### src/rtl/xbus_pkg.sv
package xbus_pkg;
  localparam logic [1:0] K_CODE  = 2'b00;
  localparam logic [1:0] K_READ  = 2'b01;
  localparam logic [1:0] K_WRITE = 2'b10;
endpackage

### src/rtl/xbus_seq.sv
module xbus_seq #(
  parameter int PHASES = 12,
  parameter int PW     = $clog2(PHASES)
) (
  input  logic          clk,
  input  logic          rst,
  output logic [PW-1:0] ph_q,
  output logic [PW-1:0] ph_nx,
  output logic          last
);
  always_comb begin
    last  = (ph_q == PW'(PHASES - 1));
    ph_nx = last ? '0 : ph_q + 1'b1;
  end

  always_ff @(posedge clk) begin
    if (rst) ph_q <= '0;
    else     ph_q <= ph_nx;
  end

  a_r2_phase_range: assert property (@(posedge clk) disable iff (rst)
    ph_q <= PW'(PHASES - 1));
endmodule

### src/rtl/xbus_req.sv
module xbus_req
  import xbus_pkg::*;
#(
  parameter int ROM_AW = 12
) (
  input  logic        clk,
  input  logic        rst,
  input  logic        last,
  input  logic        req_valid,
  input  logic [1:0]  req_kind,
  input  logic [15:0] req_addr,
  input  logic [7:0]  req_wdata,
  input  logic        rom_on,
  output logic        act_q,
  output logic        act_nx,
  output logic [1:0]  kind_q,
  output logic [1:0]  kind_nx,
  output logic [15:0] addr_q,
  output logic [15:0] addr_nx,
  output logic [7:0]  wdata_nx,
  output logic        ext_q,
  output logic        ext_nx,
  output logic        done_q
);
  logic       start, finish, code_int;
  logic [7:0] wdata_q;

  always_comb begin
    start    = last && !act_q && req_valid;
    finish   = last && act_q;
    code_int = rom_on && (req_addr[15:ROM_AW] == '0);
    act_nx   = start || (act_q && !finish);
    kind_nx  = start ? req_kind  : kind_q;
    addr_nx  = start ? req_addr  : addr_q;
    wdata_nx = start ? req_wdata : wdata_q;
    ext_nx   = start ? !(req_kind == K_CODE && code_int) : ext_q;
  end

  always_ff @(posedge clk) begin
    if (rst) begin
      act_q   <= 1'b0;
      done_q  <= 1'b0;
      kind_q  <= K_CODE;
      addr_q  <= '0;
      wdata_q <= '0;
      ext_q   <= 1'b0;
    end else begin
      act_q   <= act_nx;
      done_q  <= finish;
      kind_q  <= kind_nx;
      addr_q  <= addr_nx;
      wdata_q <= wdata_nx;
      ext_q   <= ext_nx;
    end
  end

  a_r2_done_single: assert property (@(posedge clk) disable iff (rst)
    done_q |=> !done_q);
  a_r2_done_follows_busy: assert property (@(posedge clk) disable iff (rst)
    done_q |-> (!act_q && $past(act_q)));
  a_r3_hold_mid_cycle: assert property (@(posedge clk) disable iff (rst)
    (act_q && !last) |=> act_q);
endmodule

### src/rtl/xbus_pins.sv
module xbus_pins
  import xbus_pkg::*;
#(
  parameter int PHASES = 12,
  parameter int PW     = $clog2(PHASES)
) (
  input  logic          clk,
  input  logic          rst,
  input  logic [PW-1:0] ph_q,
  input  logic [PW-1:0] ph_nx,
  input  logic          act_q,
  input  logic          act_nx,
  input  logic [1:0]    kind_q,
  input  logic [1:0]    kind_nx,
  input  logic [15:0]   addr_nx,
  input  logic [7:0]    wdata_nx,
  input  logic          ext_q,
  input  logic          ext_nx,
  input  logic [7:0]    bus_ad_in,
  input  logic [7:0]    rom_data,
  output logic [7:0]    bus_hi,
  output logic [7:0]    bus_ad_out,
  output logic          bus_ad_oe,
  output logic          bus_ale,
  output logic          bus_code_n,
  output logic          bus_rd_n,
  output logic          bus_wr_n,
  output logic [7:0]    rdata
);
  localparam int STLEN    = PHASES / 6;
  localparam int ALE_END  = STLEN - 1;
  localparam int ADDR_END = 2 * STLEN - 1;
  localparam int STB_BEG  = 2 * STLEN;
  localparam int STB_END  = 5 * STLEN - 1;
  localparam int WDAT_END = 5 * STLEN;

  logic on, is_wr, is_code, in_addr, in_stb;

  always_comb begin
    on      = act_nx && ext_nx;
    is_wr   = (kind_nx == K_WRITE);
    is_code = (kind_nx == K_CODE);
    in_addr = (ph_nx <= PW'(ADDR_END));
    in_stb  = (ph_nx >= PW'(STB_BEG)) && (ph_nx <= PW'(STB_END));
  end

  always_ff @(posedge clk) begin
    if (rst) begin
      bus_hi     <= '0;
      bus_ad_out <= '0;
      bus_ad_oe  <= 1'b0;
      bus_ale    <= 1'b0;
      bus_code_n <= 1'b1;
      bus_rd_n   <= 1'b1;
      bus_wr_n   <= 1'b1;
      rdata      <= '0;
    end else begin
      if (on) bus_hi <= addr_nx[15:8];
      bus_ale    <= on && (ph_nx <= PW'(ALE_END));
      bus_ad_oe  <= on && (in_addr || (is_wr && ph_nx <= PW'(WDAT_END)));
      bus_ad_out <= in_addr ? addr_nx[7:0] : wdata_nx;
      bus_code_n <= !(on && is_code && in_stb);
      bus_wr_n   <= !(on && is_wr && in_stb);
      bus_rd_n   <= !(on && !is_wr && !is_code && in_stb);
      if (act_q && ph_q == PW'(STB_END) && kind_q != K_WRITE)
        rdata <= ext_q ? bus_ad_in : rom_data;
    end
  end

  a_r11_one_strobe: assert property (@(posedge clk) disable iff (rst)
    $countones({!bus_code_n, !bus_rd_n, !bus_wr_n}) <= 1);
  a_r11_idle_quiet: assert property (@(posedge clk) disable iff (rst)
    (!act_q && ph_q != '0) |-> (bus_code_n && bus_rd_n && bus_wr_n && !bus_ale));
  a_r5_ale_no_strobe: assert property (@(posedge clk) disable iff (rst)
    bus_ale |-> (bus_code_n && bus_rd_n && bus_wr_n && bus_ad_oe));
  a_r4_hi_stable: assert property (@(posedge clk) disable iff (rst)
    (act_q && ext_q && ph_q != '0) |-> $stable(bus_hi));
  a_r7_write_drives: assert property (@(posedge clk) disable iff (rst)
    !bus_wr_n |-> bus_ad_oe);
  a_r6_read_released: assert property (@(posedge clk) disable iff (rst)
    (!bus_rd_n || !bus_code_n) |-> !bus_ad_oe);
endmodule

### src/rtl/xbus_ctrl.sv
module xbus_ctrl
  import xbus_pkg::*;
#(
  parameter int PHASES = 12,
  parameter int ROM_AW = 12
) (
  input  logic              clk,
  input  logic              rst,
  input  logic              req_valid,
  input  logic [1:0]        req_kind,
  input  logic [15:0]       req_addr,
  input  logic [7:0]        req_wdata,
  output logic              req_busy,
  output logic              req_done,
  output logic [7:0]        req_rdata,
  input  logic              rom_on,
  output logic [ROM_AW-1:0] rom_addr,
  input  logic [7:0]        rom_data,
  output logic [7:0]        bus_hi,
  output logic [7:0]        bus_ad_out,
  output logic              bus_ad_oe,
  input  logic [7:0]        bus_ad_in,
  output logic              bus_ale,
  output logic              bus_code_n,
  output logic              bus_rd_n,
  output logic              bus_wr_n
);
  localparam int PW = $clog2(PHASES);

  logic [PW-1:0] ph_q, ph_nx;
  logic          last, act_q, act_nx, ext_q, ext_nx, done_q;
  logic [1:0]    kind_q, kind_nx;
  logic [15:0]   addr_q, addr_nx;
  logic [7:0]    wdata_nx;

  xbus_seq #(.PHASES(PHASES), .PW(PW)) u_seq (
    .clk(clk), .rst(rst), .ph_q(ph_q), .ph_nx(ph_nx), .last(last)
  );

  xbus_req #(.ROM_AW(ROM_AW)) u_req (
    .clk(clk), .rst(rst), .last(last), .req_valid(req_valid),
    .req_kind(req_kind), .req_addr(req_addr), .req_wdata(req_wdata),
    .rom_on(rom_on), .act_q(act_q), .act_nx(act_nx), .kind_q(kind_q),
    .kind_nx(kind_nx), .addr_q(addr_q), .addr_nx(addr_nx),
    .wdata_nx(wdata_nx), .ext_q(ext_q), .ext_nx(ext_nx), .done_q(done_q)
  );

  xbus_pins #(.PHASES(PHASES), .PW(PW)) u_pins (
    .clk(clk), .rst(rst), .ph_q(ph_q), .ph_nx(ph_nx), .act_q(act_q),
    .act_nx(act_nx), .kind_q(kind_q), .kind_nx(kind_nx), .addr_nx(addr_nx),
    .wdata_nx(wdata_nx), .ext_q(ext_q), .ext_nx(ext_nx),
    .bus_ad_in(bus_ad_in), .rom_data(rom_data), .bus_hi(bus_hi),
    .bus_ad_out(bus_ad_out), .bus_ad_oe(bus_ad_oe), .bus_ale(bus_ale),
    .bus_code_n(bus_code_n), .bus_rd_n(bus_rd_n), .bus_wr_n(bus_wr_n),
    .rdata(req_rdata)
  );

  assign req_busy = act_q;
  assign req_done = done_q;
  assign rom_addr = addr_q[ROM_AW-1:0];

  a_r9_internal_silent: assert property (@(posedge clk) disable iff (rst)
    (act_q && !ext_q) |-> (!bus_ale && !bus_ad_oe && bus_code_n && bus_rd_n && bus_wr_n));
  a_r12_data_external: assert property (@(posedge clk) disable iff (rst)
    (act_q && kind_q != K_CODE) |-> ext_q);
endmodule

### config.mk
export PLATFORM = sky130hd
export DESIGN_NAME = xbus_ctrl
export DESIGN_NICKNAME = d
export VERILOG_FILES = /design/src/rtl/xbus_pkg.sv /design/src/rtl/xbus_seq.sv /design/src/rtl/xbus_req.sv /design/src/rtl/xbus_pins.sv /design/src/rtl/xbus_ctrl.sv
export SDC_FILE = /design/constraint.sdc
export NUM_CORES = 1
export LEC_CHECK = 0
export BUFFER_PORTS_ARGS = -buffer_cell sky130_fd_sc_hd__buf_2
export CAP_MARGIN = 20
export CORE_ASPECT_RATIO = 0.8
export CORE_UTILIZATION = 35
export DETAILED_ROUTE_END_ITERATION = 10
export SLEW_MARGIN = 20
export SYNTH_ARGS = -nofsm -noshare
export SYNTH_HDL_FRONTEND = slang
export SYNTH_HIERARCHICAL = 1
export SYNTH_SLANG_ARGS = --single-unit
### constraint.sdc
create_clock -name clk -period 5 [get_ports clk]
set_input_delay 0.25 -clock clk [delete_from_list [all_inputs] [get_ports clk]]
set_output_delay 0.25 -clock clk [all_outputs]
set_load 0.01 [all_outputs]
==> results.md <==
Routing:
- The first-pass iteration count of the detailed router is 8.
- The residual antenna-violating net count after detailed routing is 0.
- Detailed routing inserted a total of 2070 vias.
- The final layout contains routed wiring with a total length of 5890 um.
- In the routed layout, each cell is associated on average with a via count of 4.83.
- The final routed DRC violation total is 7.
- For this block, the initial DRC count from the detailed router was between 100 and 150.
- In the final routed layout, each cell accounts on average for 13.7 um.

Die:
- The area of the die is 7790 um2.
- The vertical die dimension is 79.1 um.
- The number of rows created at floorplan is 27.
- For this configuration, the core starts out at a cell density of 0.371.
- The die outline width is 98.4 um.
- The top-level port count is 89.
- The area inside the core boundary is ~7000 um2.

Timing:
- Final hold analysis gives a worst-case slack of 271 ps.
- The final setup violation count is 0.
- The final-report max-slew violation count came to 0.
- Setup repair after global routing left no endpoint under its margin.
- The number of hold-slack violations in the final timing report was 0.
- Measured against its own limit, the worst slew margin works out to 0.568.
- The smallest clock period supported by the final layout is computed as 2950 ps.
- In the final timing run, aggregate negative setup slack is 0 ps.
- The clock arrives with 5.11 ps of skew.
- In the finished design, the share of the clock period the worst path needs comes to 0.589.
- The actual transition at the worst max-transition pin is 648 ps.
- The maximum operating frequency is 339 MHz.

Worst setup path:
- The critical path goes through ha_1, and3b_2, nand3b_4, nor2b_1, nor2_1, nand2_1, a211oi_2, nand3_1.
- The type of the worst setup path is flop to flop.
- For the worst setup path, the data arrival time is 3160 ps.
- STA classifies the critical path startpoint as a flop.
- The required time at the worst-slack endpoint is 5220 ps.
- Of all nets on the critical path, the largest fanout is 29.
- STA classifies the critical path endpoint as a flop.
- The slowest stage cell on the critical path is nor2_1.
- The largest single stage delay on the critical path is between 400 and 500 ps.

Synth:
- The cell area that synthesis handed to floorplanning was around 2600 um2.
- After technology mapping, the gate count stands at 257.
- The share of flip-flops with an asynchronous set or reset is 0.
- Counting distinct cell types in the post-synthesis netlist gives 37.
- In this run, synthesis produced a sequential element count of 62.
- During synthesis, Yosys emitted a total of 6 warnings.
- The count of flip-flops with a built-in enable after synthesis is 0.
- The synthesized netlist net count is just over 300.
- The share of the yosys chip area belonging to registers is 0.477.
- The most used flip-flop cell after synthesis is dfxtp_1.
- The post-synthesis area per instance is 10.1 um2.

Power:
- IR analysis of the VDD net gives a maximum drop of 0.000147 V.
- The leakage component of the power is around 1.4 nW.
- The power density over cell area is a little over 300 nW/um2.

Run status:
- The flow ran to the end, but the final reports show violations.
- The final reports fail on DRC.

Clocking:
- The clock drives 62 sinks.
- The count of H-tree levels built during CTS is 3.
- The maximum clock path buffer count is 2.
- The number of gates resized after CTS was 0.
- Buffers inserted to repair hold after CTS numbered 0.
- CTS placed an instance of clkbuf_8 at the clock tree root.
- The clock-pin transition on the worst setup and hold timing paths is 70 ps.
- The number of setup buffers added after CTS is 0.
- For the worst-skew pair, the clock arrives at the later sink with an insertion delay of 330 ps.
- TritonCTS built the clock tree.
- Clock tree synthesis inserted a total of 9 buffers.

Layout:
- The post-layout net count is 384.
- The number of antenna cells inserted is 0.
- The number of filler instances in the final layout is 687.
- The final cell utilization of the core is 0.462.
- The signed area change from the synthesized netlist to the final layout is 24.8%.
- In the final layout, the share of cells above drive strength 1 is 0.415.
- The number of cells in the finished layout apart from fillers is about 430.
- The final standard cell area without fillers is 3250 um2.

Global route:
- The overall routing resource usage is 0.161.
- The via count of the first global-routing pass came to 1999.
- The first global-routing pass estimated 9650 um of wire.
- The number of antenna violations at the first check in global routing is 0.
- The overflow left after global routing is 0.
- The pin count of the biggest net entering global routing is 61.

Flow run:
- The max-capacitance violation count is 0.

Worst hold path:
- The tightest min-delay check is of the input port to flop type.

Placed design:
- The number of placed instances, taps included is between 400 and 500.
- After detailed placement, the total cell area comes to roughly 3000 um2.
- The half-perimeter wire length of the detailed placement result is 4070 um.
- The final estimated routing congestion in global placement is 0.752.
- The number of buffers inserted by port buffering is 88.
synthesized netlist by cell type (2+ instances only):
master / n / area (um2)
dfxtp_1: 62 / 1240
nor2b_1: 30 / 188
nand2_1: 29 / 109
mux2_2: 20 / 225
a21oi_1: 17 / 85.1
nand3_1: 11 / 55.1
a31oi_1: 9 / 56.3
buf_2: 9 / 45.0
mux2i_1: 8 / 80.1
nand4_1: 8 / 50.1
mux2_4: 7 / 105
nor3b_2: 6 / 75.1
clkbuf_1: 5 / 18.8
nor2_1: 5 / 18.8
buf_6: 3 / 33.8
nor3_1: 3 / 15.0
inv_1: 2 / 7.51
nand2b_1: 2 / 12.5
nor3b_1: 2 / 15.0
or3b_1: 2 / 17.5
per-stage QoR:
stage,total power (W),setup WS (ps)
2_1_floorplan,0.000532,2880
3_3_place_gp,0.000557,2150
3_5_place_dp,0.000558,2060
4_1_cts,0.000997,2050
5_1_grt,0.00103,1750
6_report,0.000984,2050
cell families after synthesis:
| group | Yosys count | synth area share |
|---|---|---|
| adder cells (fa/ha/maj) | 1 | 0.00480 |
| AO/OA/AOI/OAI | 30 | 0.0678 |
| flip-flops | 62 | 0.477 |
| multiplexers | 35 | 0.158 |
| AND/OR/NAND/NOR | 107 | 0.247 |
| buffers and inverters | 22 | 0.0466 |
report_power, final:
part,switching [W],internal (W),leakage [nW]
Sequential,0.00000260,0.000496,0.500
Combinational,0.0000269,0.0000205,0.832
Clock,0.000183,0.000255,0.106
Total,0.000213,0.000771,1.44
path summary, 6_finish.rpt:
check,depth (start not counted),slack (ps),to,startpoint
worst min-delay path,3,270,u_req/wdata_q[1],req_wdata[1]
worst max-delay path,8,2050,u_pins/bus_wr_n,u_seq/ph_q[0]
worst max register to register,8,2050,u_pins/bus_wr_n,u_seq/ph_q[0]
worst min register to register,2,460,u_pins/bus_hi[7],u_pins/bus_hi[7]
sequential cells by signal (all words and copies together), names as in the netlist, 2 cells and up:
signal	flops
u_req/addr_q	16
u_req/wdata_q	8
u_req/kind_q	2
u_pins/bus_hi	8
u_seq/ph_q	4
u_pins/rdata	8
u_pins/bus_ad_out	8
cells in the final DEF, fill, tap and decap left out, types with 7 or more instances in the layout:
master	instances
mux2_2	20
a21oi_1	17
nand4_1	8
nand3_1	11
dfxtp_1	62
buf_2	87
nand2_1	29
clkbuf_8	11
a31oi_1	9
mux2_4	7
nor2b_1	30
mux2i_1	8
metal layers:
metal | up-vias | global-route usage | wire length, um
met5 | - | 0 | 0
met4 | 0 | 0.0687 | 78
met3 | 9 | 0.0581 | 447
met2 | 69 | 0.245 | 2600
met1 | 939 | 0.206 | 2760
li1 | 1053 | - | -
area by class of cell:
type / instances / area [um2] / area share
Inverter: 2 / 7.51 / 0.00231
Timing Repair Buffer: 89 / 450 / 0.139
Tap cell: 87 / 109 / 0.0335
Clock buffer: 12 / 155 / 0.0477
Clock inverter: 4 / 45.0 / 0.0139
Multi-Input combinational cell: 173 / 1240 / 0.382
Sequential cell: 62 / 1240 / 0.382
critical path, delay by kind of cell, from the launching register on:
family / cells / cell delay (ps)
fa+ha+maj: 1 / 220
simple gates: 6 / 1880
compound gates: 1 / 320
flops: 1 / 410
(Power assumes the default switching activity.)
